$ cat src/rtl/sec_rtc_pkg.sv
`timescale 1ns/1ps
package sec_rtc_pkg;
  localparam int DATA_W = 32;

  typedef enum logic [2:0] {
    WI_COUNT = 3'd0,
    WI_MATCH = 3'd1,
    WI_LOAD  = 3'd2,
    WI_CTRL  = 3'd3,
    WI_STAT  = 3'd4,
    WI_RAW   = 3'd5,
    WI_EOI   = 3'd6,
    WI_VER   = 3'd7
  } word_idx_e;

  // bit3 wrap, bit2 run, bit1 mask, bit0 alarm enable
  typedef struct packed {
    logic wrap_en;
    logic run;
    logic irq_mask;
    logic irq_en;
  } ctrl_t;
endpackage

$ cat src/rtl/sec_rtc_prescaler.sv
`timescale 1ns/1ps
module sec_rtc_prescaler #(
  parameter int TICKS_PER_SEC = 32768
) (
  input  logic clk,
  input  logic rst,
  input  logic run,
  output logic tick
);
  generate
    if (TICKS_PER_SEC <= 1) begin : g_direct
      assign tick = run;
    end else begin : g_div
      localparam int PW = $clog2(TICKS_PER_SEC);
      localparam logic [PW-1:0] LAST = PW'(TICKS_PER_SEC - 1);
      logic [PW-1:0] phase_q;

      assign tick = run && (phase_q == LAST);

      always_ff @(posedge clk) begin
        if (rst) begin
          phase_q <= '0;
        end else if (run) begin
          phase_q <= tick ? '0 : phase_q + PW'(1);
        end
      end

      assert_phase_range_R2: assert property (@(posedge clk) disable iff (rst)
        phase_q <= LAST);
      assert_phase_hold_R3: assert property (@(posedge clk) disable iff (rst)
        !run |=> $stable(phase_q));
    end
  endgenerate
endmodule

$ cat src/rtl/sec_rtc_counter.sv
`timescale 1ns/1ps
module sec_rtc_counter #(
  parameter int W = 32
) (
  input  logic         clk,
  input  logic         rst,
  input  logic         tick,
  input  logic         wrap_en,
  input  logic         load_wr,
  input  logic [W-1:0] load_data,
  output logic [W-1:0] count_q,
  output logic [W-1:0] load_q,
  output logic [W-1:0] next_val
);
  localparam logic [W-1:0] ALL1 = {W{1'b1}};
  logic pend_q;

  always_comb begin
    if (pend_q)                next_val = load_q;
    else if (count_q == ALL1)  next_val = wrap_en ? '0 : ALL1;
    else                       next_val = count_q + W'(1);
  end

  always_ff @(posedge clk) begin
    if (rst) begin
      count_q <= '0;
      load_q  <= '0;
      pend_q  <= 1'b0;
    end else begin
      if (tick) count_q <= next_val;
      if (load_wr) begin
        load_q <= load_data;
        pend_q <= 1'b1;
      end else if (tick) begin
        pend_q <= 1'b0;
      end
    end
  end

  assert_idle_hold_R4: assert property (@(posedge clk) disable iff (rst)
    !tick |=> $stable(count_q));
  assert_load_apply_R4: assert property (@(posedge clk) disable iff (rst)
    tick && pend_q |=> count_q == $past(load_q));
  assert_step_R2: assert property (@(posedge clk) disable iff (rst)
    tick && !pend_q && count_q != ALL1 |=> count_q == $past(count_q) + W'(1));
  assert_saturate_R5: assert property (@(posedge clk) disable iff (rst)
    tick && !pend_q && count_q == ALL1 && !wrap_en |=> count_q == ALL1);
  assert_rollover_R5: assert property (@(posedge clk) disable iff (rst)
    tick && !pend_q && count_q == ALL1 && wrap_en |=> count_q == '0);
endmodule

$ cat src/rtl/sec_rtc_alarm.sv
`timescale 1ns/1ps
module sec_rtc_alarm #(
  parameter int W = 32
) (
  input  logic         clk,
  input  logic         rst,
  input  logic         tick,
  input  logic [W-1:0] next_val,
  input  logic         irq_en,
  input  logic         mask_nxt,
  input  logic         match_wr,
  input  logic [W-1:0] match_data,
  input  logic         eoi_rd,
  output logic [W-1:0] match_q,
  output logic         raw_q,
  output logic         irq_q
);
  logic set_ev;
  logic raw_d;

  assign set_ev = tick && irq_en && (next_val == match_q);

  always_comb begin
    if (set_ev)      raw_d = 1'b1;
    else if (eoi_rd) raw_d = 1'b0;
    else             raw_d = raw_q;
  end

  always_ff @(posedge clk) begin
    if (rst) begin
      match_q <= '0;
      raw_q   <= 1'b0;
      irq_q   <= 1'b0;
    end else begin
      if (match_wr) match_q <= match_data;
      raw_q <= raw_d;
      irq_q <= raw_d & ~mask_nxt;
    end
  end

  assert_raw_needs_en_R6: assert property (@(posedge clk) disable iff (rst)
    !raw_q && !irq_en |=> !raw_q);
  assert_raw_sticky_R8: assert property (@(posedge clk) disable iff (rst)
    raw_q && !eoi_rd |=> raw_q);
  assert_no_alarm_idle_R6: assert property (@(posedge clk) disable iff (rst)
    !raw_q && !tick |=> !raw_q);
endmodule

$ cat src/rtl/sec_rtc.sv
`timescale 1ns/1ps
module sec_rtc
  import sec_rtc_pkg::*;
#(
  parameter int          TICKS_PER_SEC = 32768,
  parameter int          ADDR_W        = 6,
  parameter logic [31:0] VERSION       = 32'h0001_0200
) (
  input  logic              clk,
  input  logic              rst,
  input  logic              bus_rd,
  input  logic              bus_wr,
  input  logic [ADDR_W-1:0] bus_addr,
  input  logic [31:0]       bus_wdata,
  output logic [31:0]       bus_rdata,
  output logic              irq_out
);
  localparam int WORD_W = ADDR_W - 2;

  logic [WORD_W-1:0] word;
  logic              hit;
  word_idx_e         idx;
  logic              unused_lsb;

  assign word       = bus_addr[ADDR_W-1:2];
  assign hit        = ((word >> 3) == '0);
  assign idx        = word_idx_e'(word[2:0]);
  assign unused_lsb = &{1'b0, bus_addr[1:0]};

  logic wr_ctrl, wr_match, wr_load, rd_eoi;
  assign wr_ctrl  = bus_wr && hit && (idx == WI_CTRL);
  assign wr_match = bus_wr && hit && (idx == WI_MATCH);
  assign wr_load  = bus_wr && hit && (idx == WI_LOAD);
  assign rd_eoi   = bus_rd && hit && (idx == WI_EOI);

  ctrl_t ctrl_q, ctrl_d;
  assign ctrl_d = wr_ctrl ? ctrl_t'(bus_wdata[3:0]) : ctrl_q;

  always_ff @(posedge clk) begin
    if (rst) ctrl_q <= '0;
    else     ctrl_q <= ctrl_d;
  end

  logic              tick;
  logic [DATA_W-1:0] count_q, load_q, next_val, match_q;
  logic              raw_q, irq_q;

  sec_rtc_prescaler #(.TICKS_PER_SEC(TICKS_PER_SEC)) u_pre (
    .clk (clk),
    .rst (rst),
    .run (ctrl_q.run),
    .tick(tick)
  );

  sec_rtc_counter #(.W(DATA_W)) u_cnt (
    .clk      (clk),
    .rst      (rst),
    .tick     (tick),
    .wrap_en  (ctrl_q.wrap_en),
    .load_wr  (wr_load),
    .load_data(bus_wdata),
    .count_q  (count_q),
    .load_q   (load_q),
    .next_val (next_val)
  );

  sec_rtc_alarm #(.W(DATA_W)) u_alm (
    .clk       (clk),
    .rst       (rst),
    .tick      (tick),
    .next_val  (next_val),
    .irq_en    (ctrl_q.irq_en),
    .mask_nxt  (ctrl_d.irq_mask),
    .match_wr  (wr_match),
    .match_data(bus_wdata),
    .eoi_rd    (rd_eoi),
    .match_q   (match_q),
    .raw_q     (raw_q),
    .irq_q     (irq_q)
  );

  logic [31:0] rd_mux;
  always_comb begin
    rd_mux = '0;
    if (hit) begin
      case (idx)
        WI_COUNT: rd_mux = count_q;
        WI_MATCH: rd_mux = match_q;
        WI_LOAD:  rd_mux = load_q;
        WI_CTRL:  rd_mux = {28'd0, ctrl_q};
        WI_STAT:  rd_mux = {31'd0, raw_q & ~ctrl_q.irq_mask};
        WI_RAW:   rd_mux = {31'd0, raw_q};
        WI_EOI:   rd_mux = {31'd0, raw_q};
        WI_VER:   rd_mux = VERSION;
        default:  rd_mux = '0;
      endcase
    end
  end

  logic [31:0] rdata_q;
  always_ff @(posedge clk) begin
    if (rst)         rdata_q <= '0;
    else if (bus_rd) rdata_q <= rd_mux;
  end

  assign bus_rdata = rdata_q;
  assign irq_out   = irq_q;

  assert_irq_level_R7: assert property (@(posedge clk) disable iff (rst)
    irq_out == (raw_q & ~ctrl_q.irq_mask));
  assert_rdata_hold_R11: assert property (@(posedge clk) disable iff (rst)
    !bus_rd |=> $stable(bus_rdata));
  assert_ctrl_upper_R10: assert property (@(posedge clk) disable iff (rst)
    bus_rd && hit && idx == WI_CTRL |=> bus_rdata[31:4] == 28'd0);
endmodule

$ cat config.mk
export PLATFORM = sky130hd
export DESIGN_NAME = sec_rtc
export DESIGN_NICKNAME = d
export VERILOG_FILES = /design/src/rtl/sec_rtc_pkg.sv /design/src/rtl/sec_rtc_prescaler.sv /design/src/rtl/sec_rtc_counter.sv /design/src/rtl/sec_rtc_alarm.sv /design/src/rtl/sec_rtc.sv
export SDC_FILE = /design/constraint.sdc
export NUM_CORES = 1
export LEC_CHECK = 0
export BUFFER_PORTS_ARGS = -buffer_cell sky130_fd_sc_hd__buf_2
export CAP_MARGIN = 15
export CORE_ASPECT_RATIO = 0.7
export CORE_MARGIN = 2
export CORE_UTILIZATION = 60
export CTS_BUF_LIST = sky130_fd_sc_hd__clkbuf_16
export DETAILED_ROUTE_END_ITERATION = 6
export GPL_TIMING_DRIVEN = 0
export PLACE_DENSITY = 0.82
export SETUP_SLACK_MARGIN = 0.2
export SKIP_CTS_REPAIR_TIMING = 1
export SYNTH_ARGS = -nofsm -noshare
export SYNTH_HDL_FRONTEND = slang
export SYNTH_SLANG_ARGS = --single-unit
$ cat constraint.sdc
create_clock -name clk -period 3.3 [get_ports clk]
set_clock_uncertainty 0.2 [all_clocks]
set_input_delay 0.495 -clock clk [delete_from_list [all_inputs] [get_ports clk]]
set_output_delay 0.495 -clock clk [all_outputs]
set_load 0.01 [all_outputs]
# Word-level counts from Yosys, hierarchy flattened
# Cells that the tools add are included.
[classes] n_shift=0 div=0 multipliers=0 magnitude_cmp=0 bitwise=4 eq_ne=10 muxes=11 n_addsub=2 n_reduce_logical=13
[ops] cell="32-bit case mux with 7 select lines" count=1
[ops] cell="32-bit two-way mux" count=4
[ops] cell="32-bit by 1-bit adder with 32-bit output, second input constant" count=1
[ops] cell="32-bit == test" count=1
[ops] cell="32-bit == test, second input constant" count=1
[ops] cell="15-bit by 1-bit adder with 15-bit output, second input constant" count=1
[ops] cell="15-bit == test, second input constant" count=1
[ops] cell="15-bit two-way mux" count=1
[ops] cell="3-bit == test, second input constant" count=4
[ops] cell="1-bit logical AND" count=9
[ops] cell="3-bit by 2-bit == test with 1-bit output, second input constant" count=2
[ops] cell="4-bit zero test" count=1
[ops] cell="1-bit two-way mux" count=4
[ops] cell="3-bit by 1-bit == test with 1-bit output, second input constant" count=1
[ops] cell="3-bit zero test" count=1
[ops] cell="1-bit AND" count=2
[ops] cell="2-bit two-way mux" count=1
[ops] cell="1-bit inverter" count=2
[ops] cell="2-bit nonzero test" count=1
[ops] cell="2-bit OR reduction" count=1
[totals] register_bits=150 ramBits=0 latchBits=0 n_memories=0 inputBits=42 elab_cells=52 out_inout_bits=33 rom_bits=0

# Depth between registers and ports, before layout
[depth] ltp_word=7 depth_mapped=13 mapped_depth_nobuf=10

# Modules after synthesis
# Synthesis repeated with hierarchy kept, for this count alone.
[hier_totals] hier_cells=916 area_unflattened_um2=8059.0
[by_module_without_submodules] module="sec_rtc_counter" seq_area_each_um2=1301.2 cells_per_inst=476 instances=1 area_each_um2=3771.1
[by_module_without_submodules] module="sec_rtc" seq_area_each_um2=720.7 cells_per_inst=208 instances=1 area_each_um2=2049.5
[by_module_without_submodules] module="sec_rtc_alarm" seq_area_each_um2=680.7 cells_per_inst=153 instances=1 area_each_um2=1529.0
[by_module_without_submodules] module="sec_rtc_prescaler" seq_area_each_um2=300.3 cells_per_inst=79 instances=1 area_each_um2=709.4

# Worst setup path before layout
# Ideal clock, no wire load.
[synth_timing] path_kind="reg-to-reg" startpoint="reg u_cnt.count_q[25]" endpoint="reg u_alm.irq_q" stages_incl_launch_ff=11 path_buffers=1 period_less_slack_ns=2.974 arrival_time_ns=2.715 setup_time_ns=0.059 required_ns=3.041 slack_ns=0.326 cell_sequence="dfxtp_1 buf_2 nand4_2 or4_4 or4_2 nand3_1 a22oi_1 xnor2_1 nor4_2 and4b_1 a22o_1"
[synth_between] elab_chain_len=7 elab_cells_between_ends=8 classes_between="1 x add/sub; 2 x eq/ne; 3 x mux; 1 x bitwise; 1 x reduce/logical"
[synth_rtl] item="start, declared" line="sec_rtc_counter.sv:11" text="output logic [W-1:0] count_q,"
[synth_rtl] item="start signal, assigned" line="sec_rtc_counter.sv:30" text="if (tick) count_q <= next_val;"
[synth_rtl] item="32-bit by 1-bit adder with 32-bit output / 32-bit == test (equally long branches)" line="sec_rtc_counter.sv:21, sec_rtc_counter.sv:20"
[synth_rtl] item="32-bit two-way mux (*)" line="sec_rtc_counter.sv:20" text="else if (count_q == ALL1) next_val = wrap_en ? '0 : ALL1;"
[synth_rtl] item="32-bit two-way mux (*)" line="sec_rtc_counter.sv:19" text="if (pend_q) next_val = load_q;"
[synth_rtl] item="32-bit == test (*)" line="sec_rtc_alarm.sv:21" text="assign set_ev = tick && irq_en && (next_val == match_q);"
[synth_rtl] item="1-bit logical AND (*)" line="sec_rtc_alarm.sv:21"
[synth_rtl] item="1-bit two-way mux (*)" line="sec_rtc_alarm.sv:24" text="if (set_ev) raw_d = 1'b1;"
[synth_rtl] item="1-bit AND (*)" line="sec_rtc_alarm.sv:37" text="irq_q <= raw_d & ~mask_nxt;"
[synth_rtl] item="end signal, assigned" line="sec_rtc_alarm.sv:37"
[synth_rtl] item="end, declared" line="sec_rtc_alarm.sv:16" text="output logic irq_q"
# Mark *: on every way between the ends. The rest lies on a longest branch, timed or not.
# A chain may end at the register's enable or synchronous reset.

# Worst setup path in the final report
[layout_timing] startpoint="reg u_cnt.count_q[7]" endpoint="reg u_alm.irq_q"
# Same word-level chain as after synthesis.

==> impl_results.md <==
* Routability-driven placement congestion ratio at 1.11
* Hold Path Depth at 3
* Yosys reg bits at 150
* Die Y at 103 µm
* Final Instance Count excl. Fillers at 1442
* Max-slew violations at 0
* Row count at 36
* Power Density at 401 mW/mm²
* DR WL/cell at 24.4 µm
* Core region area at 0.0138 mm²
* Reg-to-Reg End: u_alm.irq_q
* DRT Pass-1 Iters at 7
* Largest net degree at the start of global routing at 18
* Min-delay src: bus_wdata[10]
* Setup WS post-layout at -0.152 ns
* Post-Synth Simple-Gate Area at 0.266
* R2R Setup Slk at -0.15 ns
* CP Cell Sequence: nand4_1 > clkbuf_4 > or4_1 > o21ai_0 > nand3_2 > a31o_2 > a221o_1 > nor4_2 > and4b_1 > a22o_1
* WP data required at 3.48 ns
* Post-route cell area at 0.0103 mm²
* Yosys warnings at 0
* Worst VDD drop at 0.522 mV
* Post-layout nets at 1283
* RSZ-0062 raised after global routing: yes
* CP Capture Type: flip-flop
* Synth Area in Adders at 0.00298
* Post-synth EDFFs at 0
* Max stage delay on crit path at 0.62 ns
* Worst Hold End: u_alm.match_q[10]
* Crit path DAT at 3.63 ns
* Synth area leader: dfxtp_1
* H-tree levels at 4
* Place WS at -0.685 ns
* Worst-Margin Slew at 0.843 ns
* IO buf count at 68
* Run status: complete, but fails checks
* Vias at 9776
* Period utilization at 1.05
* MaxCap Viol Count at 0
* Die area at 0.0150 mm²
* Routed WL at 35200 µm
* Count leader, synth: nand2_1
* Main combinational cell family by area after synthesis: simple AND/OR/NAND/NOR gates
* Reg2reg path depth at 10
* Initial core utilization at 0.609
* Critical path class: reg -> reg
* WHS at 0.0883 ns
* Post-route DRC at 5
* Critical path launch point type: flip-flop
* Final setup viols at 2
* # IOs at 75
* TritonCTS buffer count at 17
* Avg Vias per Cell at 6.78
* Total congestion overflow at 0
* Remaining antenna violation count at 0
* Synth top cells by count: nand2_1 (178), dfxtp_1 (150), a21oi_1 (138)
* Clock Path Buffers at 2
* Slowest CP cell: or4_1
* Post-synthesis mux area share at 0.0192
* Die Wd at 145 µm
* Dominant synthesized flop cell: dfxtp_1
* Compound-Gate Fraction of Synth Area at 0.242
* Synthesized area at 0.00839 mm²
* Max_slew headroom at 0.438
* Initial antenna violation count at 1
* Synth area leaders: dfxtp_1 (36%), a21oi_1 (8.2%), nand2_1 (8.0%)
* Clk root buf: clkbuf_16
* Fin. Hold Viols at 0
* Syn Nets at 1149
* Clock slew at reported path FFs at 0.07 ns
* Synth cell types at 75
* Clock latency on the worst-skew pair at 0.45 ns
* GRT Total Usage at 0.448
* CTS sink cnt at 150
* Crit-path max FO at 10
* Reg-to-Reg Start: u_cnt.count_q[7]
* Mapped Cells at 1105
* Failing checks: design-rule violations, negative setup slack
* Vias in the first global route at 8406
* Detail Placement HPWL at 25200 µm
* Layout area overhead at 23.1%
* Crit path time final at 3.45 ns
* Pwr Total at 4.15 mW
* Hold/Removal Path Class: in -> reg
* Leak at 3.77 nW
* CP Buf/Inv Count at 1
* Syn_area_per_cell at 7.60 µm²
* Fmax at 290 MHz
* XOR/XNOR Fraction of Synth Area at 0.0517
* CTS tree: built
* First-pass GRT wire length at 49800 µm
* Placed inst area at 0.00897 mm²
* Placed Cells at 1363
* Starting DRT DRC Count at 1834
* Crit path max-delay family: simple AND/OR/NAND/NOR gates
* Top-area cell type share of the netlist area at 0.358
* Share of synthesized registers carrying an async set or reset at 0
* Diode count at 0
* Share of cells above drive strength 1 at 0.196
* Sequential-to-total area share from yosys stat at 0.358
-- how the worst max path moves through the flow --
stage	start	slack, ns	depth (start not counted)	endpoint
after floorplan	u_cnt.count_q[25]	0.33	10	u_alm.irq_q
after detailed placement	u_cnt.count_q[4]	-0.69	12	u_alm.irq_q
after global routing	u_cnt.count_q[1]	-0.19	11	u_alm.irq_q
after global placement	u_cnt.count_q[4]	-0.73	12	u_alm.irq_q
final	u_cnt.count_q[7]	-0.15	10	u_alm.irq_q
after CTS	u_cnt.count_q[4]	-0.71	12	u_alm.irq_q
-- sequential cells by signal (all words and copies together) (netlist names), 4 cells and up --
signal and count:
u_cnt.count_q 32, u_cnt.load_q 32, u_alm.match_q 32, bus_rdata 32, ctrl_q 4, u_pre.g_div.phase_q 15
-- layout by cell type, fill, tap and decap left out, drive strengths merged, types with 20 or more instances in the layout --
master / netlist / layout
a21oi: 139 / 139
nor2: 104 / 104
buf: 25 / 135
inv: 27 / 37
nand2b: 32 / 32
xor2: 27 / 27
nor3: 22 / 22
a211oi: 23 / 23
xnor2: 20 / 20
nand2: 178 / 178
o2111ai: 27 / 27
clkbuf: 71 / 93
o21ai: 23 / 23
nor4: 22 / 22
nand3: 25 / 25
dfxtp: 150 / 150
-- where the power goes --
| group | total (mW) | switching [mW] | internal, mW |
|---|---|---|---|
| logic | 0.290 | 0.201 | 0.0893 |
| registers | 1.84 | 0.0236 | 1.82 |
| clock network | 2.01 | 0.924 | 1.09 |
| total | 4.15 | 1.15 | 3.00 |
-- per-stage QoR --
step,setup TNS [ns],util
floorplan,0,-
CTS,-4.24,0.695
detailed placement,-4.08,0.651
finish,-0.268,0.750
global placement,-4.45,0.651
global route,-0.340,0.750
-- metal layers --
metal | track usage | up-vias | routed length (µm) | share of wire
li1 | - | 4250 | - | -
met1 | 0.603 | 4485 | 13600 | 0.39
met2 | 0.615 | 873 | 13500 | 0.38
met3 | 0.216 | 166 | 6430 | 0.18
met4 | 0.181 | 2 | 1610 | 0.046
met5 | 0 | - | 12 | 0.00034
-- logic make-up after synthesis --
kind of cell | after synthesis
buffers and inverters | 123
adders and majority gates | 2
muxes | 16
DFF | 150
and+or+nand+nor | 458
xor gates and xnor gates | 48
AOI/OAI and AO/OA | 308
-- worst reg2reg max path, delay by kind of cell (launching register included) --
kind,cells,cell delay [ns]
simple gates,5,1.42
compound gates,4,1.04
flops,1,0.47
buf+inv,1,0.26
-- final cells by class --
cell class	count	area [µm²]
tap	190	238
inverter	27	101
fill	1086	3450
clock inverter	15	178
buffer	96	470
sequential	150	3040
clock buffer	17	425
timing repair buffer	115	706
multi-input combinational	832	5170
Power figures use the tool's default switching activity.
